--- src/rtl/rlc_pkg.sv ---
package rlc_pkg;

  typedef enum logic [1:0] {
    PATH_RECLK  = 2'd0,
    PATH_BYPASS = 2'd1,
    PATH_MUTE   = 2'd2
  } path_e;

  localparam logic [2:0] RATE_SLOWEST = 3'd0;
  localparam logic [2:0] RATE_177     = 3'd1;
  localparam logic [2:0] RATE_SD_TOP  = 3'd4;
  localparam logic [2:0] RATE_HD      = 3'd5;

  // Next candidate in the automatic sweep; the 177 slot is skipped on request
  function automatic logic [2:0] next_rate(input logic [2:0] cur,
                                           input logic       skip177,
                                           input logic       hd_en);
    logic [2:0] top;
    logic [2:0] n;
    top = hd_en ? RATE_HD : RATE_SD_TOP;
    n   = (cur >= top) ? RATE_SLOWEST : cur + 3'd1;
    if (skip177 && n == RATE_177) n = n + 3'd1;
    return n;
  endfunction

  function automatic logic code_ok(input logic [2:0] code, input logic hd_en);
    return (code <= RATE_SD_TOP) || (code == RATE_HD && hd_en);
  endfunction

endpackage

--- src/rtl/rlc_freq_meter.sv ---
module rlc_freq_meter #(
  parameter int WIN_CYCLES = 1024,
  parameter int CW         = $clog2(WIN_CYCLES + 1)
) (
  input  logic          clk,
  input  logic          rst,
  input  logic          pulse_i,
  output logic          done_o,
  output logic [CW-1:0] count_o
);
  localparam int WW = (WIN_CYCLES > 2) ? $clog2(WIN_CYCLES) : 1;
  localparam logic [WW-1:0] WIN_LAST = WW'(WIN_CYCLES - 1);

  logic [WW-1:0] win_q;
  logic [CW-1:0] acc_q;
  logic [CW-1:0] acc_nxt;

  assign acc_nxt = acc_q + {{(CW-1){1'b0}}, pulse_i};

  always_ff @(posedge clk) begin
    if (rst) begin
      win_q   <= '0;
      acc_q   <= '0;
      done_o  <= 1'b0;
      count_o <= '0;
    end else begin
      done_o <= 1'b0;
      if (win_q == WIN_LAST) begin
        win_q   <= '0;
        acc_q   <= '0;
        count_o <= acc_nxt;
        done_o  <= 1'b1;
      end else begin
        win_q <= win_q + 1'b1;
        acc_q <= acc_nxt;
      end
    end
  end

  // a window never reports more pulses than it has cycles
  assert_count_bounded_R4: assert property (@(posedge clk) disable iff (rst)
    done_o |-> (count_o <= CW'(WIN_CYCLES)));

endmodule

--- src/rtl/rlc_search_fsm.sv ---
module rlc_search_fsm
  import rlc_pkg::*;
#(
  parameter int EXP_COUNT  = 1000,
  parameter int DWELL_WINS = 2,
  parameter bit HD_EN      = 1'b1,
  parameter int CW         = 11
) (
  input  logic          clk,
  input  logic          rst,
  input  logic          done_i,
  input  logic [CW-1:0] count_i,
  input  logic          phase_i,
  input  logic          auto_i,
  input  logic [2:0]    code_i,
  input  logic          asi_i,
  output logic [2:0]    rate_o,
  output logic          lock_o,
  output logic [2:0]    last_o
);
  localparam int DW = (DWELL_WINS > 1) ? $clog2(DWELL_WINS) : 1;
  localparam logic [DW-1:0] DWELL_LAST = DW'(DWELL_WINS - 1);
  localparam logic [CW-1:0] EXP_V      = CW'(EXP_COUNT);
  localparam logic [CW-1:0] ENTER_TOL  = CW'(EXP_COUNT / 100);
  localparam logic [CW-1:0] LEAVE_TOL  = CW'(EXP_COUNT / 50);

  logic [2:0]    rate_q, man_idx, last_q;
  logic          lock_q, disc_q, chg, blocked;
  logic [DW-1:0] dwell_q;
  logic [CW-1:0] err;

  always_comb begin
    err     = (count_i >= EXP_V) ? count_i - EXP_V : EXP_V - count_i;
    man_idx = (!auto_i && code_ok(code_i, HD_EN)) ? code_i : rate_q;
    chg     = (man_idx != rate_q);
    blocked = auto_i && asi_i && (rate_q == RATE_177);
  end

  always_ff @(posedge clk) begin
    if (rst) begin
      rate_q  <= RATE_SLOWEST;
      lock_q  <= 1'b0;
      dwell_q <= '0;
      disc_q  <= 1'b0;
      last_q  <= RATE_SLOWEST;
    end else if (chg) begin
      rate_q  <= man_idx;
      lock_q  <= 1'b0;
      dwell_q <= '0;
      disc_q  <= 1'b1;
    end else if (done_i) begin
      if (disc_q) begin
        disc_q <= 1'b0;
      end else if (lock_q) begin
        if (!phase_i || err > LEAVE_TOL) begin
          lock_q  <= 1'b0;
          dwell_q <= '0;
        end
      end else if (err <= ENTER_TOL && !blocked) begin
        lock_q  <= 1'b1;
        last_q  <= rate_q;
        dwell_q <= '0;
      end else if (dwell_q == DWELL_LAST) begin
        dwell_q <= '0;
        if (auto_i) rate_q <= next_rate(rate_q, asi_i, HD_EN);
      end else begin
        dwell_q <= dwell_q + 1'b1;
      end
    end
  end

  assign rate_o = rate_q;
  assign lock_o = lock_q;
  assign last_o = last_q;

  // a rate step not caused by a manual change follows the sweep order
  assert_sweep_order_R2: assert property (@(posedge clk) disable iff (rst)
    (rate_q != $past(rate_q) && !$past(chg))
      |-> rate_q == next_rate($past(rate_q), $past(asi_i), HD_EN));

  // with ASI set in auto mode, lock is never taken on the 177 slot
  assert_asi_no177_R3: assert property (@(posedge clk) disable iff (rst)
    ($rose(lock_q) && $past(auto_i) && $past(asi_i)) |-> rate_q != RATE_177);

  // lock is entered only from a measured window inside the narrow band
  assert_enter_band_R4: assert property (@(posedge clk) disable iff (rst)
    $rose(lock_q) |-> ($past(done_i) && $past(err) <= ENTER_TOL));

  // lock is left only for a wide error, phase dropout or a rate change
  assert_leave_cause_R5: assert property (@(posedge clk) disable iff (rst)
    $fell(lock_q) |-> ($past(chg) || !$past(phase_i) || $past(err) > LEAVE_TOL));

endmodule

--- src/rtl/rlc_out_stage.sv ---
module rlc_out_stage
  import rlc_pkg::*;
(
  input  logic       clk,
  input  logic       rst,
  input  logic       lock_i,
  input  logic [2:0] last_i,
  input  logic       auto_i,
  input  logic       bypass_i,
  input  logic       autobyp_i,
  input  logic       mute_n_i,
  output logic       ss_oe_o,
  output logic [2:0] ss_code_o,
  output logic       lock_o,
  output logic       sd_o,
  output path_e      path_o,
  input  logic [2:0] rate_i
);
  path_e path_nxt;

  always_comb begin
    if (bypass_i || (autobyp_i && !lock_i)) path_nxt = PATH_BYPASS;
    else if (!mute_n_i)                      path_nxt = PATH_MUTE;
    else                                     path_nxt = PATH_RECLK;
  end

  always_ff @(posedge clk) begin
    if (rst) begin
      ss_oe_o   <= 1'b0;
      ss_code_o <= RATE_SLOWEST;
      lock_o    <= 1'b0;
      sd_o      <= 1'b0;
      path_o    <= PATH_RECLK;
    end else begin
      ss_oe_o   <= auto_i;
      ss_code_o <= last_i;
      lock_o    <= lock_i;
      sd_o      <= lock_i && (rate_i != RATE_HD);
      path_o    <= path_nxt;
    end
  end

  // the SD indication implies lock
  assert_sd_needs_lock_R8: assert property (@(posedge clk) disable iff (rst)
    sd_o |-> lock_o);

  // a forced bypass always wins
  assert_bypass_wins_R9: assert property (@(posedge clk) disable iff (rst)
    (!$past(rst) && $past(bypass_i)) |-> path_o == PATH_BYPASS);

  // the muted path is never chosen while bypass is forced
  assert_mute_not_in_bypass_R10: assert property (@(posedge clk) disable iff (rst)
    (path_o == PATH_MUTE) |-> !$past(bypass_i));

endmodule

--- src/rtl/rate_lock_ctrl.sv ---
module rate_lock_ctrl
  import rlc_pkg::*;
#(
  parameter int WIN_CYCLES = 1024,
  parameter int EXP_COUNT  = 1000,
  parameter int DWELL_WINS = 2,
  parameter bit HD_EN      = 1'b1
) (
  input  logic       clk,
  input  logic       rst,
  input  logic       vco_pulse_i,
  input  logic       phase_act_i,
  input  logic       auto_i,
  input  logic [2:0] ss_code_i,
  input  logic       asi_i,
  input  logic       bypass_i,
  input  logic       autobyp_i,
  input  logic       mute_n_i,
  output logic [2:0] rate_idx_o,
  output logic       ss_oe_o,
  output logic [2:0] ss_code_o,
  output logic       lock_o,
  output logic       sd_o,
  output logic [1:0] path_sel_o
);
  localparam int CW = $clog2(WIN_CYCLES + 1);

  logic          done;
  logic [CW-1:0] count;
  logic [2:0]    rate, last;
  logic          lock;
  path_e         path;

  rlc_freq_meter #(.WIN_CYCLES(WIN_CYCLES), .CW(CW)) u_meter (
    .clk(clk), .rst(rst), .pulse_i(vco_pulse_i),
    .done_o(done), .count_o(count)
  );

  rlc_search_fsm #(.EXP_COUNT(EXP_COUNT), .DWELL_WINS(DWELL_WINS),
                   .HD_EN(HD_EN), .CW(CW)) u_fsm (
    .clk(clk), .rst(rst), .done_i(done), .count_i(count),
    .phase_i(phase_act_i), .auto_i(auto_i), .code_i(ss_code_i),
    .asi_i(asi_i), .rate_o(rate), .lock_o(lock), .last_o(last)
  );

  rlc_out_stage u_out (
    .clk(clk), .rst(rst), .lock_i(lock), .last_i(last), .auto_i(auto_i),
    .bypass_i(bypass_i), .autobyp_i(autobyp_i), .mute_n_i(mute_n_i),
    .ss_oe_o(ss_oe_o), .ss_code_o(ss_code_o), .lock_o(lock_o),
    .sd_o(sd_o), .path_o(path), .rate_i(rate)
  );

  assign rate_idx_o = rate;
  assign path_sel_o = path;

endmodule

--- config.mk ---
export PLATFORM = sky130hd
export DESIGN_NAME = rate_lock_ctrl
export DESIGN_NICKNAME = d
export VERILOG_FILES = /design/src/rtl/rlc_pkg.sv /design/src/rtl/rlc_freq_meter.sv /design/src/rtl/rlc_search_fsm.sv /design/src/rtl/rlc_out_stage.sv /design/src/rtl/rate_lock_ctrl.sv
export SDC_FILE = /design/constraint.sdc
export NUM_CORES = 1
export LEC_CHECK = 0
export BUFFER_PORTS_ARGS = -buffer_cell sky130_fd_sc_hd__buf_4
export CAP_MARGIN = 20
export CORE_ASPECT_RATIO = 1.1
export CORE_MARGIN = 4
export CORE_UTILIZATION = 35
export CTS_CLUSTER_SIZE = 16
export DETAILED_ROUTE_END_ITERATION = 7
export MAX_ROUTING_LAYER = met4
export PLACE_DENSITY = 0.61
export SYNTH_ARGS = -nofsm -noshare
export SYNTH_HDL_FRONTEND = slang
export SYNTH_SLANG_ARGS = --single-unit
--- constraint.sdc ---
create_clock -name clk -period 3.55 [get_ports clk]
set_clock_uncertainty 0.05 [all_clocks]
set_input_delay 0.8875 -clock clk [delete_from_list [all_inputs] [get_ports clk]]
set_output_delay 0.8875 -clock clk [all_outputs]
set_load 0.05 [all_outputs]
### Word-level counts from Yosys, hierarchy flattened

Index checks and enable logic that the tools add are counted.

| word-level totals | value |
|---|---|
| flip-flop bits (word level) | 50 |
| input bits | 12 |
| output and inout port bits | 11 |
| word-level logic and storage cells | 87 |

| cells by class | value |
|---|---|
| add/subtract/negate cells | 7 |
| magnitude comparators | 5 |
| equality and inequality tests | 10 |
| multiplexer cells | 23 |
| bitwise gates (word level) | 3 |
| reduce and logical (&&, ||, !) cells | 24 |

Operators with widths:

| kind | number |
|---|---|
| 3-bit 2-to-1 mux | 10 |
| 11-bit by 1-bit adder with 11-bit output | 1 |
| 11-bit by 10-bit greater-or-equal comparator with 1-bit output, second input constant | 1 |
| 11-bit by 5-bit > comparator with 1-bit output, second input constant | 1 |
| 11-bit by 4-bit less-or-equal comparator with 1-bit output, second input constant | 1 |
| 1-bit 2-to-1 mux | 11 |
| 11-bit 2-to-1 mux | 1 |
| 10-bit by 11-bit subtractor with 11-bit output, first input constant | 1 |
| 11-bit by 10-bit subtractor with 11-bit output, second input constant | 1 |
| 10-bit by 1-bit adder with 10-bit output, second input constant | 1 |
| 10-bit equality test, second input constant | 1 |
| 1-bit logical AND | 7 |
| 3-bit by 1-bit adder with 3-bit output, second input constant | 2 |
| 3-bit by 1-bit equality test with 1-bit output, second input constant | 2 |
| 2-bit != test, second input constant | 3 |
| 6-bit AND reduction | 1 |
| 2-bit nonzero test | 3 |
| 2-bit OR reduction | 3 |
| 5-bit AND reduction | 1 |
| 1-bit zero test | 4 |
| 3-bit equality test, second input constant | 1 |
| 3-bit greater-or-equal comparator, second input constant | 1 |
| 3-bit less-or-equal comparator, second input constant | 1 |
| 1-bit logical OR | 3 |
| 8 further kinds | 10 |

### Depth between registers and ports, before layout

| depth | value |
|---|---|
| depth in word-level cells | 12 |
| depth in mapped cells | 12 |
| mapped depth without buffers | 10 |

### Cells and area by module

Synthesis repeated with hierarchy kept, for this count alone.

| unflattened totals | value |
|---|---|
| cells, all modules | 309 |
| area total of the unflattened synthesis | 2,748.9 um2 |

By module, submodules not included:

| module | times used | cells an instance | area each (um2) | sequential area each (um2) |
|---|---|---|---|---|
| rlc_freq_meter | 1 | 124 | 1,257.5 | 660.6 |
| rlc_search_fsm | 1 | 166 | 1,256.2 | 180.2 |
| rlc_out_stage | 1 | 19 | 235.2 | 160.2 |

### Least setup slack after synthesis

OpenSTA, ideal clock, no wires.

| timing path | value |
|---|---|
| kind | register to register |
| start | register u_meter.count_o[4] |
| end | register u_fsm.last_q[1] (netlist: u_fsm.last_o[1]) |
| setup time | 0.121 ns |
| arrival | 2.613 ns |
| required time | 3.379 ns |
| setup slack | 0.766 ns |
| cell stages (with the launch flop) | 13 |
| buffers on the path | 2 |
| clock period less this slack | 2.784 ns |
| cell sequence | dfxtp_1 > buf_2 > inv_1 > ha_1 > buf_2 > or3b_1 > a21oi_1 > a211oi_1 > a21o_2 > a22oi_2 > nand3_2 > nor4_4 > mux2_4 |

| on the way | value |
|---|---|
| word-level cells in the longest chain between the ends | 5 |
| elaborated cells between the ends (all ways) | 7 |
| those cells by class | add/sub: 2; order compare: 2; mux: 1; reduce/logical: 2 |

Ends and longest elaborated chain:

| element | line | text |
|---|---|---|
| from (decl) | rlc_freq_meter.sv:9 | `output logic [CW-1:0] count_o` |
| from (signal assigned) | rlc_freq_meter.sv:31 | `count_o <= acc_nxt;` |
| 10-bit by 11-bit subtractor with 11-bit output (tied with other cells) | rlc_search_fsm.sv:33 | `err = (count_i >= EXP_V) ? count_i - EXP_V : EXP_V - count_i;` |
| 11-bit 2-to-1 mux (*) | rlc_search_fsm.sv:33 |  |
| 11-bit by 4-bit less-or-equal comparator with 1-bit output (*) | rlc_search_fsm.sv:59 | `end else if (err <= ENTER_TOL && !blocked) begin` |
| 1-bit logical AND (*) | rlc_search_fsm.sv:59 |  |
| 5-bit AND reduction (no line) (*) | - |  |
| to (signal assigned) | rlc_search_fsm.sv:61 | `last_q <= rate_q;` |
| to (decl) | rlc_search_fsm.sv:27 | `logic [2:0] rate_q, man_idx, last_q;` |

Mark *: on every way between the ends. The rest lies on a longest branch, timed or not.
A chain may end at the register's enable or synchronous reset.

### Worst setup path in the final report

Same ends and word-level chain as after synthesis.

==> results.tsv <==
metric	value	unit
outcome	finished, final reports clean	
Post-CTS Resized	0	
post-CTS setup buffer count	0	
clock insertion delay at the later pin of the skew report	0.30	ns
Post-Route WL	5167	um
DR iter-0 viols	146	
library cells used by synthesis	60	
crit path capture type	register	
Worst setup SP type	register	
ANT nets after route	0	
Antenna Cells	0	
number of flops mapped to enable cells by yosys	0	
root buffer cell	clkbuf_8	
r2r setup slk	0.43	ns
die area	9170	um2
VDD IR-drop max	203.1	uV
register bit total from synthesis	50	
Pins Over Slew Limit	0	
final design utilization	40.45	%
chip width	91.67	um
Max Root-Sink Buffers	2	
fmax	320.9	MHz
max-cap violation count	0	
TritonCTS Buffers	5	
DR DRC count	0	
RSZ-0062 raised after global routing	false	
vias in the first global route	2031	
Worst Path Arrival	3.26	ns
via density per instance	4.920	
most common flop cell mapped by yosys	dfxtp_1	
asr flop ratio synth	0	%
# IOs	23	
Seq/Total Area, Yosys	37.14	%
slew at the pin closest to its max-slew limit	0.6260	ns
P&R area growth vs syn	12.16	%
core footprint	7473	um2
Mapped Area	2695	um2
worst hold path class	register to register	
vias	2086	
yosys synthesis warning count	0	
max_slew headroom	58.21	%
global-route wire length before repair	9142	um
Rows	33	
Post-Synthesis Cells	302	
Total Routing Usage GR	12.28	%
CTS Hold Buffers Added	0	
post-layout min period	3.116	ns
largest net degree at the start of global routing	34	
CP required	3.70	ns
Final Hold Fails	0	
Synth top area share	37.14	%
Yosys top cell by area	dfxtp_1	
die height	100.0	um
CTS sink cnt	50	
PwrDens	338.1	nW/um2
post-route clock period utilization	87.78	%
Max FO, Critical Path	12	
most common cell after layout, fill and taps aside	dfxtp_1	
WS Path Type	register to register	
CTS H-tree lvls	2	
Hold Slack	0.4098	ns
syn_area_per_cell	8.924	um2
IO buf count	22	
Initial Utilization	36.06	%
share of layout cells above drive strength 1	16.30	%
final net count	342	
LEAKAGE	1.108	nW
# setup viols final	0	
setup TNS	0	ns
Pre-antenna DRT Iters	4	
routed len/inst	12.19	um
CTS tree	yes	
largest cells by area after synthesis	dfxtp_1 (37%), nor2_1 (6.7%), ha_1 (5.6%)	
GP Congestion	0.8290	
total gr overflow	0	
Post-DP HPWL	3892	um
commonest non-fill, non-tap cells in the layout	dfxtp_1 (50), nor2_1 (48), buf_4 (24)	
initial antenna violation count	0	
Synth Net Count	326	
clock slew at reported path FFs	0.09	ns
==> cell usage after synthesis (7+ instances only) <==
library cell and count:
inv_1 13, o21ai_0 8, nand3_1 13, xor2_1 16, xnor2_1 9, nor2_1 48
ha_1 12, clkbuf_1 7, a211oi_1 15, dfxtp_1 50, nand2_1 11
==> through the flow <==
step           worst slack, ns  total power, W  cell area (um2)  instances
5_1_grt                 0.1980        0.001077             3023        424
3_5_place_dp            0.4502       0.0007172             2937        416
3_3_place_gp            0.5373       0.0007166             2937        416
4_1_cts                 0.4317        0.001042             3023        424
6_report                0.4337        0.001022             3023        424
2_1_floorplan           0.7656       0.0006810             2695        302
==> worst max-delay path, cell delays in order, from the launching register on <==
cell,delay (ns)
dfxtp_1,0.58
inv_1,0.15
ha_1,0.36
a211oi_4,0.39
a311o_1,0.18
o22ai_1,0.11
a311oi_2,0.29
nand3_2,0.18
nor4_4,0.39
mux2_4,0.33
==> registers in the layout, summed over array words and instances, names as in the netlist <==
signal	cells
u_meter.acc_q	11
u_meter.count_o	11
u_meter.win_q	10
u_fsm.last_o	3
u_fsm.rate_o	3
u_out.ss_code_o	3
u_out.path_o	2
u_fsm.disc_q	1
u_fsm.dwell_q	1
u_fsm.lock_o	1
u_meter.done_o	1
u_out.lock_o	1
u_out.sd_o	1
u_out.ss_oe_o	1
==> worst paths after layout <==
path / start / endpoint / cells after the start
max: u_meter.count_o[4] / u_fsm.last_o[1] / 9
min: u_fsm.last_o[0] / u_out.ss_code_o[0] / 2
max reg2reg: u_meter.count_o[4] / u_fsm.last_o[1] / 9
min reg2reg: u_fsm.last_o[0] / u_out.ss_code_o[0] / 2
==> power by group <==
part | switching, W | internal, W
combinational | 0.0000656 | 0.0000498
sequential | 0.0000148 | 0.000572
clock | 0.000180 | 0.000139
total | 0.000261 | 0.000761
==> per-layer routing <==
layer | global-route usage (%) | up-vias | share of wire, %
met5 | - | - | 0
met4 | 3.944 | 0 | 1.6
met3 | 2.099 | 7 | 2.9
met2 | 20.24 | 26 | 47
met1 | 15.37 | 959 | 49
li1 | - | 1094 | -
==> cells by family (layout without fill, tap and decap cells) <==
kind of cell	Yosys count	in the layout	synth area share [%]
xor+xnor	25	25	8.124
buf+inv	29	46	4.550
fa+ha+maj	12	12	5.571
compound gates	58	58	17.04
simple gates	119	119	23.82
mux	9	9	3.761
flops	50	50	37.14
==> area by class of cell <==
| class | instances | area, um2 |
|---|---|---|
| fill | 742 | 4451 |
| multi-input combinational | 223 | 1572 |
| sequential | 50 | 1001 |
| timing repair buffer | 24 | 180.2 |
| tap | 105 | 131.4 |
| clock buffer | 6 | 72.57 |
| inverter | 14 | 52.55 |
| clock inverter | 2 | 13.76 |
No activity file was read; power rests on OpenSTA's default activity.
